<file path="src/rtl/i2cfg_pkg.sv">
package i2cfg_pkg;

  localparam int ADDR_W   = 7;
  localparam int BYTE_W   = 8;
  // clock slots per stall kind: bytes plus acknowledge slots
  localparam int SLOTS_RD = BYTE_W + 1;
  localparam int SLOTS_WR = 2 * (BYTE_W + 1);

  typedef enum logic [2:0] {
    OP_NONE     = 3'd0,
    OP_SCL_LOW  = 3'd1,
    OP_SCL_FREE = 3'd2,
    OP_SDA_LOW  = 3'd3,
    OP_SDA_FREE = 3'd4,
    OP_STALL_RD = 3'd5,
    OP_STALL_WR = 3'd6,
    OP_FREE_ALL = 3'd7
  } op_e;

  typedef enum logic [2:0] {
    ST_IDLE,
    ST_START,
    ST_LOW,
    ST_HIGH,
    ST_STALL
  } seq_e;

endpackage

</file>
<file path="src/rtl/i2cfg_sync.sv">
module i2cfg_sync #(
  parameter int W = 2
) (
  input  logic         clk,
  input  logic         rst_n,
  input  logic [W-1:0] d,
  output logic [W-1:0] q
);

  for (genvar i = 0; i < W; i++) begin : g_bit
    logic s1_q, s2_q;
    always_ff @(posedge clk or negedge rst_n) begin
      if (!rst_n) begin
        s1_q <= 1'b1;
        s2_q <= 1'b1;
      end else begin
        s1_q <= d[i];
        s2_q <= s1_q;
      end
    end
    assign q[i] = s2_q;
  end

endmodule

</file>
<file path="src/rtl/i2cfg_halfper.sv">
module i2cfg_halfper #(
  parameter int W = 8
) (
  input  logic         clk,
  input  logic         rst_n,
  input  logic         run,
  input  logic [W-1:0] limit,
  output logic         done,
  output logic         first
);

  logic [W-1:0] cnt_q, cnt_d, lim;

  assign lim   = (limit < W'(2)) ? W'(2) : limit;
  assign done  = run && (cnt_q >= lim - W'(1));
  assign first = run && (cnt_q == '0);

  always_comb begin
    if (!run || done) cnt_d = '0;
    else              cnt_d = cnt_q + W'(1);
  end

  always_ff @(posedge clk or negedge rst_n) begin
    if (!rst_n) cnt_q <= '0;
    else        cnt_q <= cnt_d;
  end

endmodule

</file>
<file path="src/rtl/i2cfg_seq.sv">
module i2cfg_seq
  import i2cfg_pkg::*;
#(
  parameter int DIVW = 8
) (
  input  logic              clk,
  input  logic              rst_n,
  input  logic              start,
  input  logic              wr,
  input  logic [ADDR_W-1:0] addr,
  input  logic              free,
  input  logic [DIVW-1:0]   div_half,
  input  logic              sda_s,
  output logic              busy,
  output logic              stalled,
  output logic              ack_seen,
  output logic              scl_drv,
  output logic              sda_drv
);

  localparam int KW = $clog2(SLOTS_WR);

  seq_e               st_q, st_d;
  logic [KW-1:0]      k_q, k_d, last;
  logic [BYTE_W-1:0]  abyte_q, abyte_d;
  logic               wr_q, wr_d;
  logic               scl_q, scl_d;
  logic               sda_q, sda_d;
  logic               ack_q, ack_d;
  logic               run, done, first, slot_bit;
  logic [2:0]         bit_idx;

  assign run     = (st_q == ST_START) || (st_q == ST_LOW) || (st_q == ST_HIGH);
  assign busy    = run;
  assign stalled = (st_q == ST_STALL);
  assign scl_drv = scl_q;
  assign sda_drv = sda_q;
  assign ack_seen = ack_q;

  i2cfg_halfper #(.W(DIVW)) u_hp (
    .clk   (clk),
    .rst_n (rst_n),
    .run   (run),
    .limit (div_half),
    .done  (done),
    .first (first)
  );

  assign last    = wr_q ? KW'(SLOTS_WR - 1) : KW'(SLOTS_RD - 1);
  assign bit_idx = ~k_q[2:0];

  // value to put on SDA for clock slot k (1 = float)
  always_comb begin
    if (k_q < KW'(BYTE_W))                      slot_bit = abyte_q[bit_idx];
    else if (k_q == KW'(BYTE_W) || k_q == last) slot_bit = 1'b1;
    else                                        slot_bit = 1'b0;
  end

  always_comb begin
    st_d    = st_q;
    k_d     = k_q;
    abyte_d = abyte_q;
    wr_d    = wr_q;
    scl_d   = scl_q;
    sda_d   = sda_q;
    ack_d   = ack_q;
    case (st_q)
      ST_IDLE: begin
        if (start) begin
          st_d    = ST_START;
          abyte_d = {addr, ~wr};
          wr_d    = wr;
          k_d     = '0;
          scl_d   = 1'b0;
          sda_d   = 1'b1;
          ack_d   = 1'b0;
        end
      end
      ST_START: begin
        if (done) begin
          st_d  = ST_LOW;
          scl_d = 1'b1;
        end
      end
      ST_LOW: begin
        if (first) sda_d = ~slot_bit;
        if (done) begin
          st_d  = ST_HIGH;
          scl_d = 1'b0;
        end
      end
      ST_HIGH: begin
        if (done) begin
          if (k_q == last) begin
            st_d  = ST_STALL;
            ack_d = ~sda_s;
          end else begin
            st_d  = ST_LOW;
            k_d   = k_q + KW'(1);
            scl_d = 1'b1;
          end
        end
      end
      ST_STALL: begin
        if (free) st_d = ST_IDLE;
      end
      default: st_d = ST_IDLE;
    endcase
  end

  always_ff @(posedge clk or negedge rst_n) begin
    if (!rst_n) begin
      st_q    <= ST_IDLE;
      k_q     <= '0;
      abyte_q <= '0;
      wr_q    <= 1'b0;
      scl_q   <= 1'b0;
      sda_q   <= 1'b0;
      ack_q   <= 1'b0;
    end else begin
      st_q    <= st_d;
      k_q     <= k_d;
      abyte_q <= abyte_d;
      wr_q    <= wr_d;
      scl_q   <= scl_d;
      sda_q   <= sda_d;
      ack_q   <= ack_d;
    end
  end

  AST_SDA_MOVES_IN_LOW: assert property (@(posedge clk) disable iff (!rst_n)
    (sda_q != $past(sda_q)) && ($past(st_q) != ST_IDLE) |-> scl_q && $past(scl_q));

  AST_BUSY_ENDS_IN_STALL: assert property (@(posedge clk) disable iff (!rst_n)
    busy |=> busy || stalled);

endmodule

</file>
<file path="src/rtl/i2c_fault_gen.sv">
module i2c_fault_gen
  import i2cfg_pkg::*;
#(
  parameter int DIVW = 8
) (
  input  logic              clk,
  input  logic              rst_n,
  input  logic              cmd_valid,
  input  logic [2:0]        cmd_op,
  input  logic [ADDR_W-1:0] cmd_addr,
  input  logic [DIVW-1:0]   div_half,
  input  logic              scl_in,
  input  logic              sda_in,
  output logic              scl_pd,
  output logic              sda_pd,
  output logic              scl_level,
  output logic              sda_level,
  output logic              busy,
  output logic              stalled,
  output logic              ack_seen
);

  op_e  op;
  logic scl_s, sda_s;
  logic accept, forced, start_go, free_go;
  logic scl_force_q, scl_force_d, sda_force_q, sda_force_d;
  logic scl_drv, sda_drv;

  i2cfg_sync #(.W(2)) u_sync (
    .clk   (clk),
    .rst_n (rst_n),
    .d     ({scl_in, sda_in}),
    .q     ({scl_s, sda_s})
  );

  assign op       = op_e'(cmd_op);
  assign accept   = cmd_valid && !busy;
  assign forced   = scl_force_q || sda_force_q;
  assign start_go = accept && !stalled && !forced &&
                    ((op == OP_STALL_RD) || (op == OP_STALL_WR));
  assign free_go  = accept && (op == OP_FREE_ALL);

  always_comb begin
    scl_force_d = scl_force_q;
    sda_force_d = sda_force_q;
    case (op)
      OP_SCL_LOW:  scl_force_d = 1'b1;
      OP_SCL_FREE: scl_force_d = 1'b0;
      OP_SDA_LOW:  sda_force_d = 1'b1;
      OP_SDA_FREE: sda_force_d = 1'b0;
      OP_FREE_ALL: begin
        scl_force_d = 1'b0;
        sda_force_d = 1'b0;
      end
      default: ;
    endcase
  end

  always_ff @(posedge clk or negedge rst_n) begin
    if (!rst_n) begin
      scl_force_q <= 1'b0;
      sda_force_q <= 1'b0;
    end else if (accept) begin
      scl_force_q <= scl_force_d;
      sda_force_q <= sda_force_d;
    end
  end

  i2cfg_seq #(.DIVW(DIVW)) u_seq (
    .clk      (clk),
    .rst_n    (rst_n),
    .start    (start_go),
    .wr       (op == OP_STALL_WR),
    .addr     (cmd_addr),
    .free     (free_go),
    .div_half (div_half),
    .sda_s    (sda_s),
    .busy     (busy),
    .stalled  (stalled),
    .ack_seen (ack_seen),
    .scl_drv  (scl_drv),
    .sda_drv  (sda_drv)
  );

  assign scl_pd    = scl_force_q | scl_drv;
  assign sda_pd    = sda_force_q | sda_drv;
  assign scl_level = scl_s;
  assign sda_level = sda_s;

  AST_BUSY_IGNORES_CMD: assert property (@(posedge clk) disable iff (!rst_n)
    busy && cmd_valid |=> (scl_force_q == $past(scl_force_q)) && (sda_force_q == $past(sda_force_q)));

  AST_SDA_NO_TIMEOUT: assert property (@(posedge clk) disable iff (!rst_n)
    sda_force_q && !(accept && ((op == OP_SDA_FREE) || (op == OP_FREE_ALL))) |=> sda_force_q);

  AST_STALL_LINES_FREE: assert property (@(posedge clk) disable iff (!rst_n)
    $rose(stalled) |-> !scl_pd && !sda_pd);

endmodule

</file>
<file path="config.mk">
export PLATFORM = sky130hd
export DESIGN_NAME = i2c_fault_gen
export DESIGN_NICKNAME = d
export VERILOG_FILES = /design/src/rtl/i2cfg_pkg.sv /design/src/rtl/i2cfg_sync.sv /design/src/rtl/i2cfg_halfper.sv /design/src/rtl/i2cfg_seq.sv /design/src/rtl/i2c_fault_gen.sv
export SDC_FILE = /design/constraint.sdc
export NUM_CORES = 1
export LEC_CHECK = 0
export ABC_AREA = 1
export BUFFER_PORTS_ARGS = -buffer_cell sky130_fd_sc_hd__buf_2
export CAP_MARGIN = 20
export CORE_UTILIZATION = 30
export DETAILED_ROUTE_END_ITERATION = 12
export HOLD_SLACK_MARGIN = 0.15
export PLACE_DENSITY_LB_ADDON = 0.08
export SYNTH_ARGS = -nofsm -noshare
export SYNTH_HDL_FRONTEND = slang
export SYNTH_SLANG_ARGS = --single-unit
</file>
<file path="constraint.sdc">
create_clock -name clk -period 1.7 [get_ports clk]
set_input_delay 0.34 -clock clk [delete_from_list [all_inputs] [get_ports clk]]
set_output_delay 0.34 -clock clk [all_outputs]
set_load 0.02 [all_outputs]
</file>
== Word-level counts from Yosys, hierarchy flattened ==
Index checks and enable logic that the tools add are counted.
W data, S select, Z words.

* Bits in registers: 34

* Add/sub/neg operators: 3
* Magnitude comparators: 4
* Eq/ne operators: 21
* Muxes and demuxes: 32
* Bitwise gates (word level): 6
* Reduce and logical (&&, ||, !) cells: 33

{| class="wikitable"
|+ Operators with widths
! kind !! number
|-
| $mux W5 || 4
|-
| $mux W3 || 6
|-
| $mux W8 || 2
|-
| $eq A3 B3 Y1 const B || 5
|-
| $pmux W3 S5 || 1
|-
| $eq A3 B2 Y1 const B || 4
|-
| $mux W1 || 12
|-
| $ne A2 B2 Y1 const B || 6
|-
| $pmux W5 S2 || 1
|-
| $add A8 B1 Y8 const B || 1
|-
| $ge A8 B8 Y1 || 1
|-
| $logic_not A8 Y1 || 1
|-
| $lt A8 B2 Y1 const B || 1
|-
| $pmux W1 S2 || 4
|-
| $reduce_and A4 Y1 || 2
|-
| $reduce_bool A2 Y1 || 4
|-
| $sub A8 B1 Y8 const B || 1
|-
| $logic_and A1 B1 Y1 || 7
|-
| $eq A3 B1 Y1 const B || 2
|-
| $logic_or A1 B1 Y1 || 6
|-
| $reduce_and A2 Y1 || 3
|-
| $reduce_and A6 Y1 || 1
|-
| $add A5 B1 Y5 const B || 1
|-
| $eq A5 B4 Y1 const B || 1
|-
| other kinds (15) || 22
|}

== Logic depth before layout (Yosys ltp) ==
* Depth in word-level cells: 10
* Gate-level depth with buffers: 18
* Gate-level depth less buffers: 18

== Cells and area by module ==
From an unflattened synthesis, not the netlist that was laid out.

* Cell total of the unflattened synthesis: 315
* Area total of the unflattened synthesis: 2285.9 µm²

{| class="wikitable"
|+ Modules (own cells, without submodules)
! module !! instances !! cells each !! area each (µm²) !! seq. area each (µm²)
|-
| i2cfg_seq || 1 || 160 || 1174.9 || 500.5
|-
| i2cfg_halfper || 1 || 114 || 792.0 || 200.2
|-
| i2c_fault_gen || 1 || 35 || 198.9 || 50.0
|-
| i2cfg_sync || 1 || 6 || 120.1 || 105.1
|}

== Worst setup path after synthesis ==
OpenSTA, ideal clock, no wires.

* Path kind: in2reg
* Start point: in div_half[7]
* End point: reg u_seq.scl_q (netlist: u_seq.scl_drv)
* Setup time: 0.117 ns
* Arrival time: 2.476 ns
* Slack: -0.893 ns
* Cell stages on the path: 17
* Path through: or2_2 nor2_1 nand3b_1 nand2_1 ha_1 nand2_1 nor3_1 xor2_1 inv_1 ha_1 nand2_1 nor2_1 nor2_2 nand3_2 buf_4 nand4_1 nand2_1

* Longest elaborated chain between the ends: 7
* Elaborated cells between the ends (all ways): 9

{| class="wikitable"
|+ RTL lines
! element !! RTL line !! source
|-
| from (decl) || i2c_fault_gen.sv:11 || <nowiki>input logic [DIVW-1:0] div_half,</nowiki>
|-
| $lt A8 B2 Y1 || i2cfg_halfper.sv:14 || <nowiki>assign lim = (limit < W'(2)) ? W'(2) : limit;</nowiki>
|-
| $mux W8 * || i2cfg_halfper.sv:14 ||
|-
| $sub A8 B1 Y8 * || i2cfg_halfper.sv:15 || <nowiki>assign done = run && (cnt_q >= lim - W'(1));</nowiki>
|-
| $ge A8 B8 Y1 * || i2cfg_halfper.sv:15 ||
|-
| $logic_and A1 B1 Y1 * || i2cfg_halfper.sv:15 ||
|-
| $ne A2 B2 Y1 (no source line) || - ||
|-
| $reduce_and A6 Y1 (no source line) * || - ||
|-
| to (signal assigned) || i2cfg_seq.sv:125 || <nowiki>scl_q <= scl_d;</nowiki>
|-
| to (decl) || i2cfg_seq.sv:27 || <nowiki>logic scl_q, scl_d;</nowiki>
|}

Mark *: on every way between the ends. The rest lies on a longest branch, timed or not.
A chain may end at the register's enable or synchronous reset.

== Worst setup path after layout ==
* Start point: in div_half[7]
* End point: reg u_seq.k_q[0]

* Longest elaborated chain between the ends: 7

{| class="wikitable"
|+ RTL lines
! element !! RTL line !! source
|-
| $lt A8 B2 Y1 || i2cfg_halfper.sv:14 ||
|-
| $mux W8 * || i2cfg_halfper.sv:14 ||
|-
| $sub A8 B1 Y8 * || i2cfg_halfper.sv:15 ||
|-
| $ge A8 B8 Y1 * || i2cfg_halfper.sv:15 ||
|-
| $logic_and A1 B1 Y1 * || i2cfg_halfper.sv:15 ||
|-
| $ne A2 B2 Y1 (no source line) * || - ||
|-
| $reduce_and A4 Y1 (no source line) * || - ||
|-
| to (signal assigned) || i2cfg_seq.sv:122 || <nowiki>k_q <= k_d;</nowiki>
|-
| to (decl) || i2cfg_seq.sv:24 || <nowiki>logic [KW-1:0] k_q, k_d, last;</nowiki>
|}

Marks and branches as above.

==> flow_summary_export.csv <==
group,metric,value,unit
run_status,status,"finished, violations left",
run_status,violations,"negative setup slack",
cells_and_area,syn2layout_area_growth,33.7,%
hold_path,worstHoldPathType,"input port to register",
floorplan,core_area,0.00725,sq mm
yosys,ys_async_sr_fraction,1.00,
sta,fin_setup_tns,-10.61,ns
global_routing,grt_overflow_total,0,
place,gp_congestion,0.780,
sta,rsz0062_at_grt,"true",
cells_and_area,drive_gt1_frac,0.341,
routing,vias_per_cell,4.29,
clocking,numClockSinks,34,
routing,post_drt_wl_per_cell,10.8,microns
floorplan,num_rows,31,
floorplan,die_w,88.8,microns
global_routing,grt_pass1_wl,8.44,mm
power,p_switching,1440,uW
yosys,synth_cell_types,34,
yosys,avgSynthCellArea,7.84,sq um
global_routing,antenna_found_initial,0,
yosys,ys.warnings.count,0,
power,pwr-share-comb,0.440,
routing,dr.pass1.iters,4,
power,seqPwrFrac,0.315,
cells_and_area,nets,387,
yosys,synth-edff-count,0,
yosys,ys.flop_type,"dfrtp_1",
floorplan,die_h,88.8,microns
clocking,path_clk_slew,0.07,ns
yosys,synth_nets,324,
power,p_leak,0.00155,uW
place,numPortBuffers,29,
floorplan,ioPinCount,30,
sta,worst_pin_slew,0.445,ns
setup_path,path_max_fanout,8,
sta,maxSlewViolCount,0,
yosys,netlist_area,0.00226,sq mm
sta,period_share,1.39,
run,cap_violations,0,
setup_path,start_kind,"input port",
routing,num_vias,1933,
clocking,cts_buffer_depth,2,
yosys,yosysSeqAreaShare,0.379,
global_routing,grt_max_degree,20,
setup_path,ff2ff_setup_slack,0.07,ns
yosys,ys_ff_latch,34,
setup_path,cp.arrival,2.54,ns
clocking,numCtsBuffers,5,
global_routing,grt_pass1_vias,1853,
routing,finalWirelength,4.88,mm
global_routing,grt_usage,0.140,
routing,drc,0,
clocking,clkLatencyLatePin,0.29,ns
setup_path,r2r_start,"u_seq.u_hp.cnt_q[5]",
sta,max_freq,424,MHz
power,clkPwrFrac,0.245,
hold_path,whs_path_depth,2,
sta,setup_viol,18,
hold_path,holdCritStartpoint,"cmd_op[2]",
sta,finalHoldViolations,0,
power,peakVddDrop,0.000534,V
setup_path,worstSetupPathType,"input port to register",
power,intPower,2290,uW
setup_path,worst_setup_path_end_kind,"register",
power,sw_frac_of_total,0.385,
floorplan,start_util,0.311,
place,place_hpwl,3.84,mm
hold_path,min_to,"sda_force_q",
cells_and_area,fillers,765,
sta,clock_skew,0.00542,ns
setup_path,cp.required,1.88,ns
setup_path,ff2ff_path_depth,9,
sta,setup_ws,-0.658,ns
floorplan,dieArea,0.00788,sq mm
cells_and_area,n_antenna_cell,0,
routing,drtAntennaViolNets,0,
place,pre_cts_ws,-1.00,ns
routing,first_iter_violations,36,
sta,max_slew_margin,0.703,
sta,fin_crit,2.36,ns
yosys,syn_inst,288,
clocking,cts_tree,"built",
clocking,htree_levels,2,
power,pwr_density_cell,1240,mW/mm^2
setup_path,r2r-end,"u_seq.k_q[0]",
clocking,clockRootBuffer,"clkbuf_8",
-- metrics by stage --
stage	total power (uW)	utilization	instances	instance area (sq um)	hold WS, ns
CTS	3730	0.408	451	2960	0.258
global placement	2740	0.378	438	2740	0.313
detailed placement	2760	0.378	438	2740	0.316
floorplan	2250	-	288	2290	0.0444
finish	3730	0.416	451	3020	0.268
global route	4050	0.416	451	3020	0.270
-- placed cells by master (no fill, tap or decap), types with 4 or more instances in the layout --
cell	count
dfrtp_1	30
o21ai_2	8
nor2_2	8
dfstp_2	4
nand2_2	6
nand2_1	72
nor2_4	5
buf_4	23
buf_2	27
nand3_1	15
o21ai_0	6
clkbuf_8	5
buf_6	5
xor2_1	7
inv_1	41
nand4_1	10
nor2_1	22
a21oi_1	4
ha_1	12
-- cell usage after synthesis (all sizes together), types with 2 or more instances --
library cell,number,area share
a21oi,5,0.011
dfstp,4,0.047
nor3,3,0.0066
dfrtp,30,0.33
xnor2,2,0.0078
a21o,2,0.0066
nand4,10,0.028
ha,13,0.072
buf,3,0.012
or2,4,0.011
nor3b,4,0.016
nand3,21,0.062
inv,43,0.071
a31oi,2,0.0055
o21ai,14,0.044
nor2,36,0.076
xor2,7,0.027
nand2,80,0.14
-- worst max-delay path by stage --
stage,from,to,slack (ns),cells past startpoint
6_report,div_half[7],u_seq.k_q[0],-0.66,19
2_1_floorplan,div_half[7],u_seq.scl_drv,-0.77,17
5_1_grt,div_half[7],u_seq.k_q[2],-0.84,19
3_3_place_gp,div_half[7],u_seq.u_hp.cnt_q[2],-0.95,17
4_1_cts,div_half[7],u_seq.k_q[0],-0.65,19
3_5_place_dp,div_half[7],u_seq.k_q[0],-1.00,19
-- logic make-up (layout without fill, tap and decap cells) --
kind of cell    Yosys count  after routing  share of synthesized area
compound gates           25             25                     0.0809
flops                    34             34                      0.379
fa+ha+maj                13             13                     0.0720
buf+inv                  47            111                     0.0853
simple gates            160            160                      0.348
xor+xnor                  9              9                     0.0349
-- cell type report --
type,instances,area [sq um],area share
clock inverter,3,68.8,0.0228
sequential,34,856,0.283
tap,99,124,0.0410
clock buffer,5,68.8,0.0228
multi-input combinational,207,1310,0.433
timing repair buffer,60,434,0.144
inverter,43,161,0.0534
-- critical path, cell delays in order --
cell      delay [ns]
buf_6           0.09
or2_4           0.25
nor2_4          0.08
nand3b_1        0.08
nand2_1         0.09
ha_2            0.19
nand2_2         0.06
nor3_2          0.12
xor2_1          0.17
inv_1           0.06
ha_1            0.28
nand2_2         0.09
nor2_4          0.12
nand2_2         0.08
buf_6           0.13
nand3_4         0.10
nand3_4         0.10
nand2_1         0.07
nand2_1         0.05
-- flip-flops by register name, indices dropped and copies added (netlist names) --
signal	flops
u_seq.wr_q	1
u_sync.g_bit.s2_q	2
u_seq.ack_seen	1
u_seq.abyte_q	8
u_seq.scl_drv	1
u_seq.u_hp.cnt_q	8
u_sync.g_bit.s1_q	2
scl_force_q	1
u_seq.sda_drv	1
u_seq.st_q	3
u_seq.k_q	5
sda_force_q	1
-- metal layers --
metal  vias to the layer above  track usage  part of all wire
met1                       851        0.197              0.54
met5                         -            0                 0
met4                         0       0.0440             0.014
met2                        30        0.213              0.42
met3                         7       0.0308             0.028
li1                       1045            -                 -
-- power groups by stage --
stage | Clock, uW | Sequential (uW) | Combinational, uW
4_1_cts | 948 | 1180 | 1610
3_5_place_dp | 0 | 1190 | 1570
3_3_place_gp | 0 | 1190 | 1550
2_1_floorplan | 0 | 1150 | 1090
5_1_grt | 972 | 1210 | 1870
6_report | 914 | 1170 | 1640
-- what timing repair did --
item	4_1_cts	5_1_grt
endpoints found under the setup margin	18	18
hold endpoints to repair	16	0
pin swaps	6	7
setup buffers	2	0
gates resized for setup	8	15
hold buffers	3	0
No activity file was read; power rests on OpenSTA's default activity.
